## config.mk

```make
export PLATFORM = sky130hd
export DESIGN_NAME = bct_timer
export DESIGN_NICKNAME = d
export VERILOG_FILES = /design/src/rtl/bct_pkg.sv /design/src/rtl/bct_prescale.sv /design/src/rtl/bct_edge_det.sv /design/src/rtl/bct_timer.sv
export SDC_FILE = /design/constraint.sdc
export NUM_CORES = 1
export LEC_CHECK = 0
export BUFFER_PORTS_ARGS = -buffer_cell sky130_fd_sc_hd__buf_4
export CAP_MARGIN = 20
export CORE_ASPECT_RATIO = 1.1
export CORE_UTILIZATION = 44
export DETAILED_ROUTE_END_ITERATION = 10
export PLACE_DENSITY_LB_ADDON = 0.08
export REMOVE_ABC_BUFFERS = 1
export SKIP_LAST_GASP = 1
export SYNTH_ARGS = -nofsm -noshare
export SYNTH_HDL_FRONTEND = slang
export SYNTH_SLANG_ARGS = --single-unit
```

## constraint.sdc

```tcl
create_clock -name clk -period 4.4 [get_ports clk]
set_input_delay 0.66 -clock clk [delete_from_list [all_inputs] [get_ports clk]]
set_output_delay 0.66 -clock clk [all_outputs]
set_load 0.03 [all_outputs]
```

## src/rtl/bct_pkg.sv

```systemverilog
package bct_pkg;
    localparam int CNT_W  = 16;
    localparam int NREG   = 4;
    localparam int SEL_W  = 3;
    localparam int ADDR_W = 3;
    localparam int DIV_W  = (1 << SEL_W) - 1;

    typedef struct packed {
        logic             run;
        logic             pwm;
        logic             buf_bd;
        logic             buf_ac;
        logic [2:0]       clr_src;
        logic [SEL_W-1:0] clk_sel;
    } ctrl_t;

    localparam int CTRL_W = $bits(ctrl_t);

    typedef struct packed {
        ctrl_t                      ctrl;
        logic [4*NREG-1:0]          iomode;
        logic [CNT_W-1:0]           count;
        logic [NREG-1:0]            flags;
        logic                       ovf;
        logic [NREG-1:0][CNT_W-1:0] gr;
        logic [NREG-1:0]            wave;
    } state_t;

    typedef enum logic [ADDR_W-1:0] {
        A_CTRL = 3'd0, A_MODE = 3'd1, A_CNT = 3'd2, A_STAT = 3'd3,
        A_GRA  = 3'd4, A_GRB  = 3'd5, A_GRC = 3'd6, A_GRD = 3'd7
    } addr_e;
endpackage

```

## src/rtl/bct_prescale.sv

```systemverilog
module bct_prescale #(
    parameter int SEL_W = 3,
    localparam int DIV_W = (1 << SEL_W) - 1
) (
    input  logic             clk,
    input  logic             rst_n,
    input  logic             en,
    input  logic [SEL_W-1:0] sel,
    output logic             tick
);
    logic [DIV_W-1:0] div_d, div_q;
    logic [DIV_W:0]   mask_w;
    logic [DIV_W-1:0] mask;

    always_comb begin
        div_d  = div_q + 1'b1;
        mask_w = ({{DIV_W{1'b0}}, 1'b1} << sel) - 1'b1;
        mask   = mask_w[DIV_W-1:0];
        tick   = en && ((div_q & mask) == mask);
    end

    always_ff @(posedge clk or negedge rst_n) begin
        if (!rst_n) div_q <= '0;
        else        div_q <= div_d;
    end
endmodule

```

## src/rtl/bct_edge_det.sv

```systemverilog
module bct_edge_det (
    input  logic       clk,
    input  logic       rst_n,
    input  logic       pin,
    input  logic [1:0] mode,
    output logic       event_o
);
    logic [2:0] sh_d, sh_q;
    logic       rise, fall;

    always_comb begin
        sh_d    = {sh_q[1:0], pin};
        rise    = sh_q[1] && !sh_q[2];
        fall    = !sh_q[1] && sh_q[2];
        event_o = (mode[0] && rise) || (mode[1] && fall);
    end

    always_ff @(posedge clk or negedge rst_n) begin
        if (!rst_n) sh_q <= '0;
        else        sh_q <= sh_d;
    end
endmodule

```

## src/rtl/bct_timer.sv

```systemverilog
module bct_timer
    import bct_pkg::*;
(
    input  logic              clk,
    input  logic              rst_n,
    input  logic              bus_we,
    input  logic [ADDR_W-1:0] bus_addr,
    input  logic [CNT_W-1:0]  bus_wdata,
    output logic [CNT_W-1:0]  bus_rdata,
    input  logic [NREG-1:0]   cap_in,
    output logic [NREG-1:0]   wave_out
);
    state_t st_d, st_q;

    logic            tick;
    logic [NREG-1:0] edge_ev, active, is_cap, match, cap_evt, evt;
    logic [1:0]      buf_en;
    logic [2:0]      clr_sel;
    logic [1:0]      clr_idx;
    logic            clr_evt;

    logic [CNT_W-1:0]           cnt_now;
    logic [NREG-1:0][CNT_W-1:0] gr_now;
    logic                       buf_ac_now, pwm_now, ovf_now;

    bct_prescale #(.SEL_W(SEL_W)) u_pre (
        .clk(clk), .rst_n(rst_n), .en(st_q.ctrl.run),
        .sel(st_q.ctrl.clk_sel), .tick(tick)
    );

    for (genvar g = 0; g < NREG; g++) begin : g_edge
        bct_edge_det u_edge (
            .clk(clk), .rst_n(rst_n), .pin(cap_in[g]),
            .mode(st_q.iomode[4*g +: 2]), .event_o(edge_ev[g])
        );
    end

    always_comb begin
        st_d    = st_q;
        buf_en  = {st_q.ctrl.buf_bd, st_q.ctrl.buf_ac};
        for (int i = 0; i < NREG; i++) begin
            active[i]  = !(i >= 2 && buf_en[i-2]);
            is_cap[i]  = active[i] && !st_q.ctrl.pwm && st_q.iomode[4*i+3];
            match[i]   = tick && active[i] && !is_cap[i] && (st_q.count == st_q.gr[i]);
            cap_evt[i] = is_cap[i] && edge_ev[i];
        end
        evt = match | cap_evt;

        // counter and clear source
        clr_sel = st_q.ctrl.pwm ? 3'd1 : st_q.ctrl.clr_src;
        clr_idx = clr_sel[1:0] - 2'd1;
        clr_evt = (clr_sel != 3'd0) && (clr_sel <= 3'd4) && evt[clr_idx];
        if (clr_evt)   st_d.count = '0;
        else if (tick) st_d.count = st_q.count + 1'b1;
        if (tick && (&st_q.count) && !clr_evt) st_d.ovf = 1'b1;

        // general registers: capture, buffered capture, buffered compare
        for (int i = 0; i < NREG; i++) begin
            if (cap_evt[i]) st_d.gr[i] = st_q.count;
        end
        for (int i = 0; i < 2; i++) begin
            if (buf_en[i] && cap_evt[i]) st_d.gr[i+2] = st_q.gr[i];
            if (buf_en[i] && match[i])   st_d.gr[i]   = st_q.gr[i+2];
        end

        // waveform outputs
        for (int i = 0; i < NREG; i++) begin
            if (st_q.ctrl.pwm) begin
                if (i == 0)        st_d.wave[i] = 1'b0;
                else if (match[0]) st_d.wave[i] = 1'b1;
                else if (match[i]) st_d.wave[i] = 1'b0;
            end else if (match[i]) begin
                case (st_q.iomode[4*i +: 2])
                    2'd1:    st_d.wave[i] = 1'b0;
                    2'd2:    st_d.wave[i] = 1'b1;
                    2'd3:    st_d.wave[i] = !st_q.wave[i];
                    default: st_d.wave[i] = st_q.wave[i];
                endcase
            end
        end

        // flags: write-one-to-clear, event wins
        if (bus_we && bus_addr == A_STAT) begin
            st_d.flags = st_q.flags & ~bus_wdata[NREG-1:0];
            st_d.ovf   = st_q.ovf & ~bus_wdata[NREG];
            if (tick && (&st_q.count) && !clr_evt) st_d.ovf = 1'b1;
        end
        st_d.flags = st_d.flags | evt;

        // bus writes take priority over hardware
        if (bus_we) begin
            case (bus_addr)
                A_CTRL:  st_d.ctrl   = ctrl_t'(bus_wdata[CTRL_W-1:0]);
                A_MODE:  st_d.iomode = bus_wdata[4*NREG-1:0];
                A_CNT:   st_d.count  = bus_wdata;
                A_GRA:   st_d.gr[0]  = bus_wdata;
                A_GRB:   st_d.gr[1]  = bus_wdata;
                A_GRC:   st_d.gr[2]  = bus_wdata;
                A_GRD:   st_d.gr[3]  = bus_wdata;
                default: ;
            endcase
        end
    end

    always_ff @(posedge clk or negedge rst_n) begin
        if (!rst_n) st_q <= '0;
        else        st_q <= st_d;
    end

    always_comb begin
        case (bus_addr)
            A_CTRL:  bus_rdata = {{(CNT_W-CTRL_W){1'b0}}, st_q.ctrl};
            A_MODE:  bus_rdata = st_q.iomode;
            A_CNT:   bus_rdata = st_q.count;
            A_STAT:  bus_rdata = {{(CNT_W-NREG-1){1'b0}}, st_q.ovf, st_q.flags};
            A_GRA:   bus_rdata = st_q.gr[0];
            A_GRB:   bus_rdata = st_q.gr[1];
            A_GRC:   bus_rdata = st_q.gr[2];
            default: bus_rdata = st_q.gr[3];
        endcase
    end

    assign wave_out   = st_q.wave;
    assign cnt_now    = st_q.count;
    assign gr_now     = st_q.gr;
    assign buf_ac_now = st_q.ctrl.buf_ac;
    assign pwm_now    = st_q.ctrl.pwm;
    assign ovf_now    = st_q.ovf;
endmodule

```

==> impl_metrics.env <==
export IMPL_drtPass1Iterations=5
export IMPL_postRouteAntennaNets=0
export IMPL_cp_top_family="buffers and inverters"
export IMPL_ys_ff_latch=134
export IMPL_initial_utilization=0.455
export IMPL_postCtsSetupBuffers=0
export IMPL_yosysWarnings=0
export IMPL_post_route_util=0.513
export IMPL_dpl_hpwl_mm=19.1
export IMPL_worst_path_buf_inv=4
export IMPL_fin_crit_sh=0.772
export IMPL_track_usage=0.293
export IMPL_nets=993
export IMPL_insertion_delay_ns=0.43
export IMPL_viasPerCell=5.95
export IMPL_yosysTopAreaCell="dfrtp_1"
export IMPL_drive_gt1_frac=0.182
export IMPL_rrSetupSlack_ns=1.06
export IMPL_yosysTopAreaCellShare=0.382
export IMPL_r2r_cells=6
export IMPL_setup_tns_ns=0
export IMPL_tightest_slew_ns=0.995
export IMPL_max_slew_margin=0.330
export IMPL_finalSetupViolations=0
export IMPL_hp_class="in -> async"
export IMPL_p_leak_nw=4.38
export IMPL_nFillCells=1810
export IMPL_grt_overflow_total=0
export IMPL_antenna_found_initial=0
export IMPL_grt_setup_unrepaired="false"
export IMPL_cts_buffers=17
export IMPL_synthDistinctLibCells=62
export IMPL_required_ns=3.74
export IMPL_start_kind="input pin"
export IMPL_wl_mm=28.4
export IMPL_endpoint_kind="output pin"
export IMPL_critPathKind="in -> out"
export IMPL_slowest_stage="nor2_1"
export IMPL_drv_cap=0
export IMPL_drc=0
export IMPL_area_growth_synth_to_final_pct=12.9
export IMPL_drt_first_iter_violations=642
export IMPL_wl_met2_mm=12.9
export IMPL_gp_congestion=0.859
export IMPL_top_layer="met4"
export IMPL_post_cts_resized=0
export IMPL_max_freq_mhz=295
export IMPL_reg2reg_from="cnt_now[0]"
export IMPL_die_height_um=150
export IMPL_power_density_mw_per_mm2=634
export IMPL_netlist_area_mm2=0.00877
export IMPL_cts_tree="done"
export IMPL_cts_num_sinks=134
export IMPL_synth_most_common_cell="dfrtp_1"
export IMPL_syn_avg_cell_area_um2=9.23
export IMPL_crit_arrival_ns=2.74
export IMPL_ys_top_cells_by_area="dfrtp_1 38%, mux2i_1 10%, mux2_2 7.4%"
export IMPL_avgRoutedWirePerCell_um=23.3
export IMPL_dieArea_mm2=0.0205
export IMPL_fin_crit_ns=3.40
export IMPL_grt_pass1_vias=6954
export IMPL_wl_met1_mm=13.2
export IMPL_worstPathMaxFanout=41
export IMPL_ys_seq_area_frac=0.382
export IMPL_cts_root_buf="clkbuf_16"
export IMPL_htree_levels=4
export IMPL_async_reset_ff_frac=1.00
export IMPL_yosys_top_cells_count="134 x dfrtp_1, 106 x nand2_1, 91 x mux2i_1"
export IMPL_grt_pass1_wl_mm=43.6
export IMPL_clk_pin_slew_ns=0.06
export IMPL_skew_ns=0.00684
export IMPL_met3_length_mm=1.46
export IMPL_max_stage_delay_ns=0.44
export IMPL_cts_buffer_depth=2
export IMPL_synth_edf_count=0
export IMPL_power_total_mw=6.28
export IMPL_row_count=53
export IMPL_ctsHoldBuffers=0
export IMPL_core_area_mm2=0.0193
export IMPL_crit_top_cell="buf_4"
export IMPL_outcome="complete, no violations"
export IMPL_port_buffer_count=45
export IMPL_rr_endpoint="cnt_now[7]"
export IMPL_fp_dieW_um=137
export IMPL_drv_slew=0
export IMPL_n_antenna_cell=0
export IMPL_num_io_pins=46
export IMPL_vias=7255
export IMPL_synth_ff_type="dfrtp_1"
export IMPL_grt_max_degree=83
export IMPL_irDropWorstVdd_mv=0.310
export IMPL_netlist_instances=950
export IMPL_finalHoldViolCount=0
export IMPL_path_cells="buf_4, inv_1, nor2_1, buf_4, a221oi_1, a31oi_1, o22a_1, buf_4"
## flip-flops by register name (all words and copies together), names as in the netlist
register,count
gr_now,64
st_q,27
cnt_now,16
g_edge.u_edge.sh_q,12
u_pre.div_q,7
wave_out,4
buf_ac_now,1
buf_en,1
ovf_now,1
pwm_now,1
## worst reg2reg max path: cells and delay by family, from the launching register on
family | cells | cell delay, ns
AOI/OAI and AO/OA | 2 | 0.89
xor gates and xnor gates | 1 | 0.26
and+or+nand+nor | 3 | 1.44
DFF | 1 | 0.58
## through the flow
step / std cells / area [um^2] / hold slack, ns / setup slack [ns]
after floorplan: 875 / 8420 / 0.331 / -1.20
after global placement: 1188 / 9250 / 0.334 / 1.07
after detailed placement: 1188 / 9250 / 0.335 / 1.02
after CTS: 1219 / 9900 / 0.329 / 1.02
after global routing: 1219 / 9900 / 0.323 / 0.858
final: 1219 / 9900 / 0.265 / 1.00
## worst max-delay path by stage
stage                        startpoint      endpoint  cells past startpoint
6_report                    bus_addr[0]  bus_rdata[7]                      8
4_1_cts                     bus_addr[0]  bus_rdata[7]                      8
3_3_place_gp                bus_addr[2]  bus_rdata[1]                      6
2_1_floorplan  g_edge[3].u_edge.sh_q[2]    cnt_now[0]                      5
5_1_grt                     bus_addr[0]  bus_rdata[7]                      8
3_5_place_dp                bus_addr[0]  bus_rdata[7]                      8
## report_power, final
group	switching (mW)	internal, mW	total [mW]
combinational	1.21	1.04	2.25
sequential	0.775	1.65	2.43
clock	0.587	1.01	1.60
total	2.57	3.70	6.28
## placed cells by master, fill, tap and decap left out, types with 8 or more instances in the layout
cell / synthesis / layout
nand2b_1: 10 / 10
nor2_1: 74 / 71
o21ai_0: 80 / 80
nor3_1: 15 / 14
mux2_2: 58 / 58
nand3_1: 16 / 16
nand3b_1: 8 / 8
inv_1: 13 / 13
mux2i_1: 91 / 91
a21oi_1: 67 / 66
nor4_1: 16 / 16
buf_4: 6 / 65
nand2_1: 106 / 106
xnor2_1: 26 / 26
dfrtp_1: 134 / 134
xor2_1: 59 / 59
clkbuf_16: 0 / 17
## cell type report
type | count | area (um^2) | share of cell area
Clock buffer | 21 | 480 | 0.0485
Clock inverter | 10 | 169 | 0.0171
Inverter | 15 | 56.3 | 0.00569
Multi-Input combinational cell | 726 | 5040 | 0.509
Sequential cell | 134 | 3350 | 0.339
Tap cell | 247 | 309 | 0.0312
Timing Repair Buffer | 66 | 499 | 0.0504
## logic make-up after synthesis
logic type	after synthesis	synth area share
flops	134	0.382
fa+ha+maj	7	0.00998
xor+xnor	85	0.0849
mux	153	0.189
compound gates	202	0.138
buf+inv	90	0.0462
simple gates	279	0.150
## layer usage
metal / up-vias / track usage
met1: 3571 / 0.418
met5: - / 0
met4: 0 / 0.117
met3: 47 / 0.0434
li1: 3367 / -
met2: 270 / 0.445
No activity file was read; power rests on OpenSTA's default activity.
